[src/rtl/jtag_host_pkg.sv]
package jtag_host_pkg;

   typedef enum logic [1:0] {
      SH_IDLE = 2'd0,
      SH_LOW  = 2'd1,
      SH_HIGH = 2'd2
   } shift_state_e;

   // Smallest test-clock period a registered clock pin can produce.
   localparam int unsigned MIN_PERIOD = 2;

endpackage

[src/rtl/jtag_tck_timer.sv]
module jtag_tck_timer #(
   parameter int unsigned DIV_W = 12
) (
   input  logic             clk,
   input  logic             rst_n,
   input  logic             div_load,
   input  logic [DIV_W-1:0] div_in,
   input  logic             arm_low,
   input  logic             arm_high,
   output logic             expired
);
   import jtag_host_pkg::*;

   localparam logic [DIV_W-1:0] PERIOD_MIN = DIV_W'(MIN_PERIOD);

   logic [DIV_W-1:0] eff_div;
   logic [DIV_W-1:0] new_hi, new_lo;
   logic [DIV_W-1:0] hi_q, lo_q;
   logic [DIV_W-1:0] cnt_q;

   always_comb begin
      eff_div = (div_in < PERIOD_MIN) ? PERIOD_MIN : div_in;
      new_hi  = eff_div >> 1;
      new_lo  = eff_div - new_hi;
   end

   always_ff @(posedge clk or negedge rst_n) begin
      if (!rst_n) begin
         hi_q  <= DIV_W'(1);
         lo_q  <= DIV_W'(1);
         cnt_q <= '0;
      end else begin
         if (div_load) begin
            hi_q <= new_hi;
            lo_q <= new_lo;
         end
         if (arm_low)
            cnt_q <= (div_load ? new_lo : lo_q) - DIV_W'(1);
         else if (arm_high)
            cnt_q <= hi_q - DIV_W'(1);
         else if (cnt_q != '0)
            cnt_q <= cnt_q - DIV_W'(1);
      end
   end

   assign expired = (cnt_q == '0);

   // a phase of length one or more expires before it is re-armed
   assert_phase_nonzero_R4: assert property (@(posedge clk) disable iff (!rst_n)
      (arm_high && !div_load) |-> (hi_q != '0));

endmodule

[src/rtl/jtag_pin_oe.sv]
module jtag_pin_oe #(
   parameter int unsigned N_PINS = 3
) (
   input  logic              clk,
   input  logic              rst_n,
   input  logic              port_en,
   input  logic              tck_level,
   output logic [N_PINS-1:0] oe
);
   logic oe_q;

   // Hold the drive while the clock is still high so it can be parked low.
   always_ff @(posedge clk or negedge rst_n) begin
      if (!rst_n) oe_q <= 1'b0;
      else        oe_q <= port_en | (oe_q & tck_level);
   end

   for (genvar p = 0; p < N_PINS; p++) begin : g_oe
      assign oe[p] = oe_q;
   end

   // enable follows port_en one cycle later
   assert_oe_follow_R2: assert property (@(posedge clk) disable iff (!rst_n)
      port_en |=> oe_q);

   // drive is released only when the clock already sits low
   assert_release_low_R9: assert property (@(posedge clk) disable iff (!rst_n)
      $fell(oe_q) |-> !tck_level);

endmodule

[src/rtl/jtag_shift_seq.sv]
module jtag_shift_seq #(
   parameter int unsigned MAX_BITS = 32,
   parameter int unsigned LEN_W    = 5
) (
   input  logic                clk,
   input  logic                rst_n,
   input  logic                port_en,
   input  logic                oe_on,
   input  logic                cmd_valid,
   output logic                cmd_ready,
   input  logic [LEN_W-1:0]    cmd_len,
   input  logic [MAX_BITS-1:0] cmd_tms,
   input  logic [MAX_BITS-1:0] cmd_tdi,
   input  logic                cmd_cap,
   input  logic                tdo_i,
   input  logic                tmr_last,
   output logic                div_load,
   output logic                arm_low,
   output logic                arm_high,
   output logic                tck_o,
   output logic                tms_o,
   output logic                tdi_o,
   output logic                rsp_valid,
   output logic [MAX_BITS-1:0] rsp_tdo
);
   import jtag_host_pkg::*;

   shift_state_e        state_q;
   logic [MAX_BITS-1:0] sh_tms_q, sh_tdi_q, cap_q;
   logic [LEN_W-1:0]    len_q, idx_q;
   logic                cap_en_q;
   logic                tck_q, tms_q, tdi_q, rsp_q;
   logic [MAX_BITS-1:0] rsp_tdo_q;
   logic                accept, last_bit, rise_now, fall_now;

   always_comb begin
      cmd_ready = port_en && oe_on && (state_q == SH_IDLE);
      accept    = cmd_valid && cmd_ready;
      last_bit  = (idx_q == len_q);
      rise_now  = port_en && (state_q == SH_LOW)  && tmr_last;
      fall_now  = port_en && (state_q == SH_HIGH) && tmr_last;
      div_load  = accept;
      arm_low   = accept || (fall_now && !last_bit);
      arm_high  = rise_now;
   end

   always_ff @(posedge clk or negedge rst_n) begin
      if (!rst_n) begin
         state_q   <= SH_IDLE;
         sh_tms_q  <= '0;
         sh_tdi_q  <= '0;
         cap_q     <= '0;
         len_q     <= '0;
         idx_q     <= '0;
         cap_en_q  <= 1'b0;
         tck_q     <= 1'b0;
         tms_q     <= 1'b1;
         tdi_q     <= 1'b0;
         rsp_q     <= 1'b0;
         rsp_tdo_q <= '0;
      end else begin
         rsp_q <= 1'b0;
         if (!port_en) begin
            state_q <= SH_IDLE;
            tck_q   <= 1'b0;
         end else begin
            unique case (state_q)
               SH_IDLE: if (accept) begin
                  sh_tms_q <= cmd_tms;
                  sh_tdi_q <= cmd_tdi;
                  tms_q    <= cmd_tms[0];
                  tdi_q    <= cmd_tdi[0];
                  len_q    <= cmd_len;
                  cap_en_q <= cmd_cap;
                  idx_q    <= '0;
                  cap_q    <= '0;
                  tck_q    <= 1'b0;
                  state_q  <= SH_LOW;
               end
               SH_LOW: if (tmr_last) begin
                  tck_q   <= 1'b1;
                  if (cap_en_q) cap_q[idx_q] <= tdo_i;
                  state_q <= SH_HIGH;
               end
               SH_HIGH: if (tmr_last) begin
                  tck_q <= 1'b0;
                  if (last_bit) begin
                     state_q   <= SH_IDLE;
                     rsp_q     <= 1'b1;
                     rsp_tdo_q <= cap_q;
                  end else begin
                     sh_tms_q <= sh_tms_q >> 1;
                     sh_tdi_q <= sh_tdi_q >> 1;
                     tms_q    <= sh_tms_q[1];
                     tdi_q    <= sh_tdi_q[1];
                     idx_q    <= idx_q + LEN_W'(1);
                     state_q  <= SH_LOW;
                  end
               end
               default: state_q <= SH_IDLE;
            endcase
         end
      end
   end

   assign tck_o     = tck_q;
   assign tms_o     = tms_q;
   assign tdi_o     = tdi_q;
   assign rsp_valid = rsp_q;
   assign rsp_tdo   = rsp_tdo_q;

   // launched values never move while the clock is high
   assert_launch_low_R5: assert property (@(posedge clk) disable iff (!rst_n)
      (!$stable(tms_q) || !$stable(tdi_q)) |-> !tck_q);

   // a ready port has its clock parked low
   assert_ready_idle_R3: assert property (@(posedge clk) disable iff (!rst_n)
      cmd_ready |-> !tck_q);

   // completion coincides with the closing falling edge
   assert_done_on_fall_R8: assert property (@(posedge clk) disable iff (!rst_n)
      rsp_q |-> $fell(tck_q));

   // losing the port enable parks the clock at once
   assert_abort_park_R9: assert property (@(posedge clk) disable iff (!rst_n)
      !port_en |=> (!tck_q && !rsp_q));

endmodule

[src/rtl/jtag_scan_host.sv]
module jtag_scan_host #(
   parameter int unsigned DIV_W    = 12,
   parameter int unsigned MAX_BITS = 32,
   parameter int unsigned LEN_W    = $clog2(MAX_BITS)
) (
   input  logic                clk,
   input  logic                rst_n,
   input  logic                port_en,
   input  logic [DIV_W-1:0]    div_cfg,
   input  logic                cmd_valid,
   output logic                cmd_ready,
   input  logic [LEN_W-1:0]    cmd_len,
   input  logic [MAX_BITS-1:0] cmd_tms,
   input  logic [MAX_BITS-1:0] cmd_tdi,
   input  logic                cmd_cap,
   output logic                rsp_valid,
   output logic [MAX_BITS-1:0] rsp_tdo,
   output logic                tck_o,
   output logic                tck_oe,
   output logic                tms_o,
   output logic                tms_oe,
   output logic                tdi_o,
   output logic                tdi_oe,
   input  logic                tdo_i
);
   localparam int unsigned N_PINS = 3;

   if (DIV_W < 2) begin : g_bad_div
      $error("DIV_W must be at least 2");
   end
   if (MAX_BITS < 2) begin : g_bad_bits
      $error("MAX_BITS must be at least 2");
   end
   if ((1 << LEN_W) < MAX_BITS) begin : g_bad_len
      $error("LEN_W too narrow for MAX_BITS");
   end

   logic              div_load, arm_low, arm_high, tmr_last;
   logic [N_PINS-1:0] oe_vec;

   jtag_tck_timer #(.DIV_W(DIV_W)) u_timer (
      .clk      (clk),
      .rst_n    (rst_n),
      .div_load (div_load),
      .div_in   (div_cfg),
      .arm_low  (arm_low),
      .arm_high (arm_high),
      .expired  (tmr_last)
   );

   jtag_shift_seq #(.MAX_BITS(MAX_BITS), .LEN_W(LEN_W)) u_seq (
      .clk       (clk),
      .rst_n     (rst_n),
      .port_en   (port_en),
      .oe_on     (oe_vec[0]),
      .cmd_valid (cmd_valid),
      .cmd_ready (cmd_ready),
      .cmd_len   (cmd_len),
      .cmd_tms   (cmd_tms),
      .cmd_tdi   (cmd_tdi),
      .cmd_cap   (cmd_cap),
      .tdo_i     (tdo_i),
      .tmr_last  (tmr_last),
      .div_load  (div_load),
      .arm_low   (arm_low),
      .arm_high  (arm_high),
      .tck_o     (tck_o),
      .tms_o     (tms_o),
      .tdi_o     (tdi_o),
      .rsp_valid (rsp_valid),
      .rsp_tdo   (rsp_tdo)
   );

   jtag_pin_oe #(.N_PINS(N_PINS)) u_oe (
      .clk       (clk),
      .rst_n     (rst_n),
      .port_en   (port_en),
      .tck_level (tck_o),
      .oe        (oe_vec)
   );

   assign tck_oe = oe_vec[0];
   assign tms_oe = oe_vec[1];
   assign tdi_oe = oe_vec[2];

endmodule

[config.mk]
export PLATFORM = sky130hd
export DESIGN_NAME = jtag_scan_host
export DESIGN_NICKNAME = d
export VERILOG_FILES = /design/src/rtl/jtag_host_pkg.sv /design/src/rtl/jtag_tck_timer.sv /design/src/rtl/jtag_pin_oe.sv /design/src/rtl/jtag_shift_seq.sv /design/src/rtl/jtag_scan_host.sv
export SDC_FILE = /design/constraint.sdc
export NUM_CORES = 1
export LEC_CHECK = 0
export CAP_MARGIN = 20
export CORE_ASPECT_RATIO = 1.2
export CORE_MARGIN = 4
export CORE_UTILIZATION = 50
export CTS_CLUSTER_DIAMETER = 30
export DETAILED_ROUTE_END_ITERATION = 8
export DONT_BUFFER_PORTS = 1
export PLACE_DENSITY = 0.62
export RECOVER_POWER = 100
export SYNTH_ARGS = -nofsm -noshare
export SYNTH_HDL_FRONTEND = slang
export SYNTH_SLANG_ARGS = --single-unit
[constraint.sdc]
create_clock -name clk -period 7.95 [get_ports clk]
set_input_delay 0.795 -clock clk [delete_from_list [all_inputs] [get_ports clk]]
set_output_delay 0.795 -clock clk [all_outputs]
set_load 0.05 [all_outputs]
==> results_dict.tcl <==
set metrics [dict create \
    sw_frac_of_total 0.297 \
    synth_area_per_cell_sq_um 9.16 \
    synth_compound_area_frac 0.160 \
    max_cap_viol_count 2 \
    layout.cells.non_filler 1145 \
    critPathSlowestCell "clkbuf_1" \
    ys_warn_count 0 \
    dp.cells 1111 \
    die_area_sq_mm 0.0197 \
    worstMarginPinSlew_ps 1890 \
    drive_gt1_frac 0.0517 \
    grt_pass1_vias 6744 \
    min_period_ps 4810 \
    highest_layer "met4" \
    cts_max_level 4 \
    pwr-share-clk 0.337 \
    setup_viol 0 \
    cts.sinks 179 \
    drv_slew 51 \
    die_h_um 153 \
    critPathCaptureType "flip-flop" \
    cts_root_buf "clkbuf_16" \
    die_w_um 129 \
    slew_headroom -0.260 \
    cts_hold_buf 0 \
    routed-wl-met3_um 1170 \
    synth_simple_gate_area_frac 0.162 \
    place_hpwl_um 13400 \
    clock_path_buffers 2 \
    outcome "complete, but fails checks" \
    met1_length_um 8130 \
    synth_cells 958 \
    initial_core_util 0.515 \
    p_seq_frac 0.498 \
    hold_violations 0 \
    placeableCoreArea_sq_mm 0.0170 \
    drtIter0Drc 460 \
    synth.yosys.seq_area_share 0.511 \
    reg2regPathDepth 9 \
    clock_latency_ps 430 \
    syn_to_final_growth_pct 6.99 \
    yosys.area_share.xor_xnor 0.0240 \
    numCtsBuffers 17 \
    synth.top_cell.area_share 0.502 \
    intPower_uw 1700 \
    io_pins 127 \
    critical_path_class "flip-flop to flip-flop" \
    ff2ff_setup_slack_ps 3140 \
    leakage_uw 0.00413 \
    synthDistinctLibCells 61 \
    synthesis.nets 1063 \
    vias 6535 \
    drc 0 \
    synthTopCellsByArea "dfrtp_1, nand2_1, mux2i_1, a21oi_1, o21ai_0" \
    switchingPower_uw 719 \
    yosysTopAreaCell "dfrtp_1" \
    grt_pass1_wl_um 32900 \
    clkSlewWorstSetupHoldPaths_ps 70 \
    nets 1021 \
    period_share 0.605 \
    ys_async_sr_fraction 1.00 \
    synthMuxAreaShare 0.0758 \
    cp_data_required_time_ps 8260 \
    gp_congestion 0.865 \
    synth_top_family_by_area "simple AND/OR/NAND/NOR gates" \
    via_per_inst 5.71 \
    cts_tree "built" \
    synth_edf_count 0 \
    grt_usage 0.205 \
    synth_area_sq_mm 0.00878 \
    arrival_ps 5120 \
    antenna_found_initial 0 \
    cts_setup_buffers 0 \
    crit_chain "nand4bb_1, inv_1, nand2_1, clkbuf_1, nor3_1, a2111oi_0, nand4_2, xnor2_1, o221a_2" \
    wl_per_cell_um 17.0 \
    grt_setup_unrepaired "false" \
    ant_nets 0 \
    fin_skew_ps 10.3 \
    port_buffers 0 \
    grt_max_degree 180 \
    firstDrtPassIters 5 \
    fmax_ghz 0.208 \
    n_antenna_cell 0 \
    violations "capacitance limit, slew limit" \
    combPwrFrac 0.165 \
    synth_ff_type "dfrtp_1" \
    tns_ps 0 \
    cp_max_fo 48 \
    yosys.area_share.adder 0.0265 \
    grt_overflow 0 \
    cts_resized 0 \
    ys_seq_elements 179 \
    power.density_mw_per_mm2 258 \
    start_kind "flip-flop" \
    placementRows 52 \
    min_path_type "primary input to asynchronous set/reset pin" \
    met2RoutedLength_um 9670 \
    wirelength_um 19500 \
    max-vdd-ir-drop_v 0.000142 \
    critPathMaxStageDelay_ps 1350 \
]
-- stage by stage --
stage	instance area (sq um)	setup WS (ps)	hold slack (ps)	total power, uW	util
detailed placement	8830	3340	455	1630	0.518
global placement	8830	3470	450	1600	0.518
CTS	9410	3550	42.4	2450	0.552
global route	9390	2790	27.8	2560	0.551
floorplan	8780	3890	432	1530	-
finish	9390	3140	53.0	2420	0.551
-- Yosys cell counts, types with 4 or more instances --
master      n
a21oi_1   116
nor2b_1     6
a21o_1      6
nor3_1      7
o21ai_1    11
dfrtp_1   176
xor2_1      6
and2_1      5
nand2b_1    5
nor2_1     94
mux2_2      4
or3_1       4
ha_1       17
o21ai_0    84
buf_1      10
nand3_1     6
clkbuf_1   55
mux2i_1    62
inv_1      22
nand2_1   176
a31oi_1     4
nor4_1      6
xnor2_1    18
-- power groups by stage --
| stage | combinational (uW) | sequential [uW] | clock (uW) |
|---|---|---|---|
| final | 398 | 1210 | 816 |
| after floorplan | 346 | 1190 | 0 |
| after CTS | 408 | 1210 | 833 |
| after global placement | 389 | 1210 | 0 |
| after detailed placement | 405 | 1220 | 0 |
| after global routing | 458 | 1230 | 874 |
-- routing by layer --
layer  vias up  track usage
li1       3178            -
met5         -            0
met4         0       0.0825
met1      3107        0.262
met2       206        0.329
met3        44       0.0545
-- layout make-up --
cell class,instances,area [sq um]
inverter,22,82.6
clock inverter,15,150
timing repair buffer,9,76.3
fill,1540,7660
sequential,179,4480
multi-input combinational,687,3900
tap,216,270
clock buffer,17,425
-- cells by family (layout without fill, tap and decap cells) --
kind of cell	Yosys count	count (layout)
simple gates	330	330
compound gates	249	249
fa+ha+maj	18	18
mux	66	66
flops	179	179
buf+inv	92	63
xor+xnor	24	24
-- layout by cell type, fill, tap and decap left out, types with 6 or more instances in the layout --
cell       instances
a21o_1             6
a21oi_1          116
clkbuf_16         17
dfrtp_1          176
ha_1              17
inv_1             22
mux2i_1           62
nand2_1          176
nand3_1            6
nor2_1            94
nor3_1             7
nor4_1             6
o21ai_0           93
xnor2_1           18
xor2_1             6
-- final timing paths --
| path | startpoint | endpoint |
|---|---|---|
| max | u_seq.state_q[0] | u_timer.cnt_q[11] |
| min | rst_n | u_seq.rsp_tdo[10] |
| max reg2reg | u_seq.state_q[0] | u_timer.cnt_q[11] |
| min reg2reg | u_seq.cap_q[26] | u_seq.rsp_tdo[26] |
| max in group asynchronous | rst_n | u_timer.hi_q[0] |
| min in group clk | u_seq.cap_q[26] | u_seq.rsp_tdo[26] |
-- critical path, delay by kind of cell (launching register included) --
kind	cells	cell delay, ps
flops	1	500
xor+xnor	1	190
buf+inv	2	1620
compound gates	2	1340
simple gates	4	1020
-- sequential cells by signal, indices dropped and copies added, names as in the netlist, 2 cells and up --
signal and count:
u_seq.len_q 5, u_seq.idx_q 5, u_seq.sh_tdi_q 32, u_timer.lo_q 12, u_timer.cnt_q 12, u_seq.cap_q 32, u_seq.state_q 2, u_seq.rsp_tdo 32
u_timer.hi_q 11, u_seq.sh_tms_q 31
(Power assumes the default switching activity.)
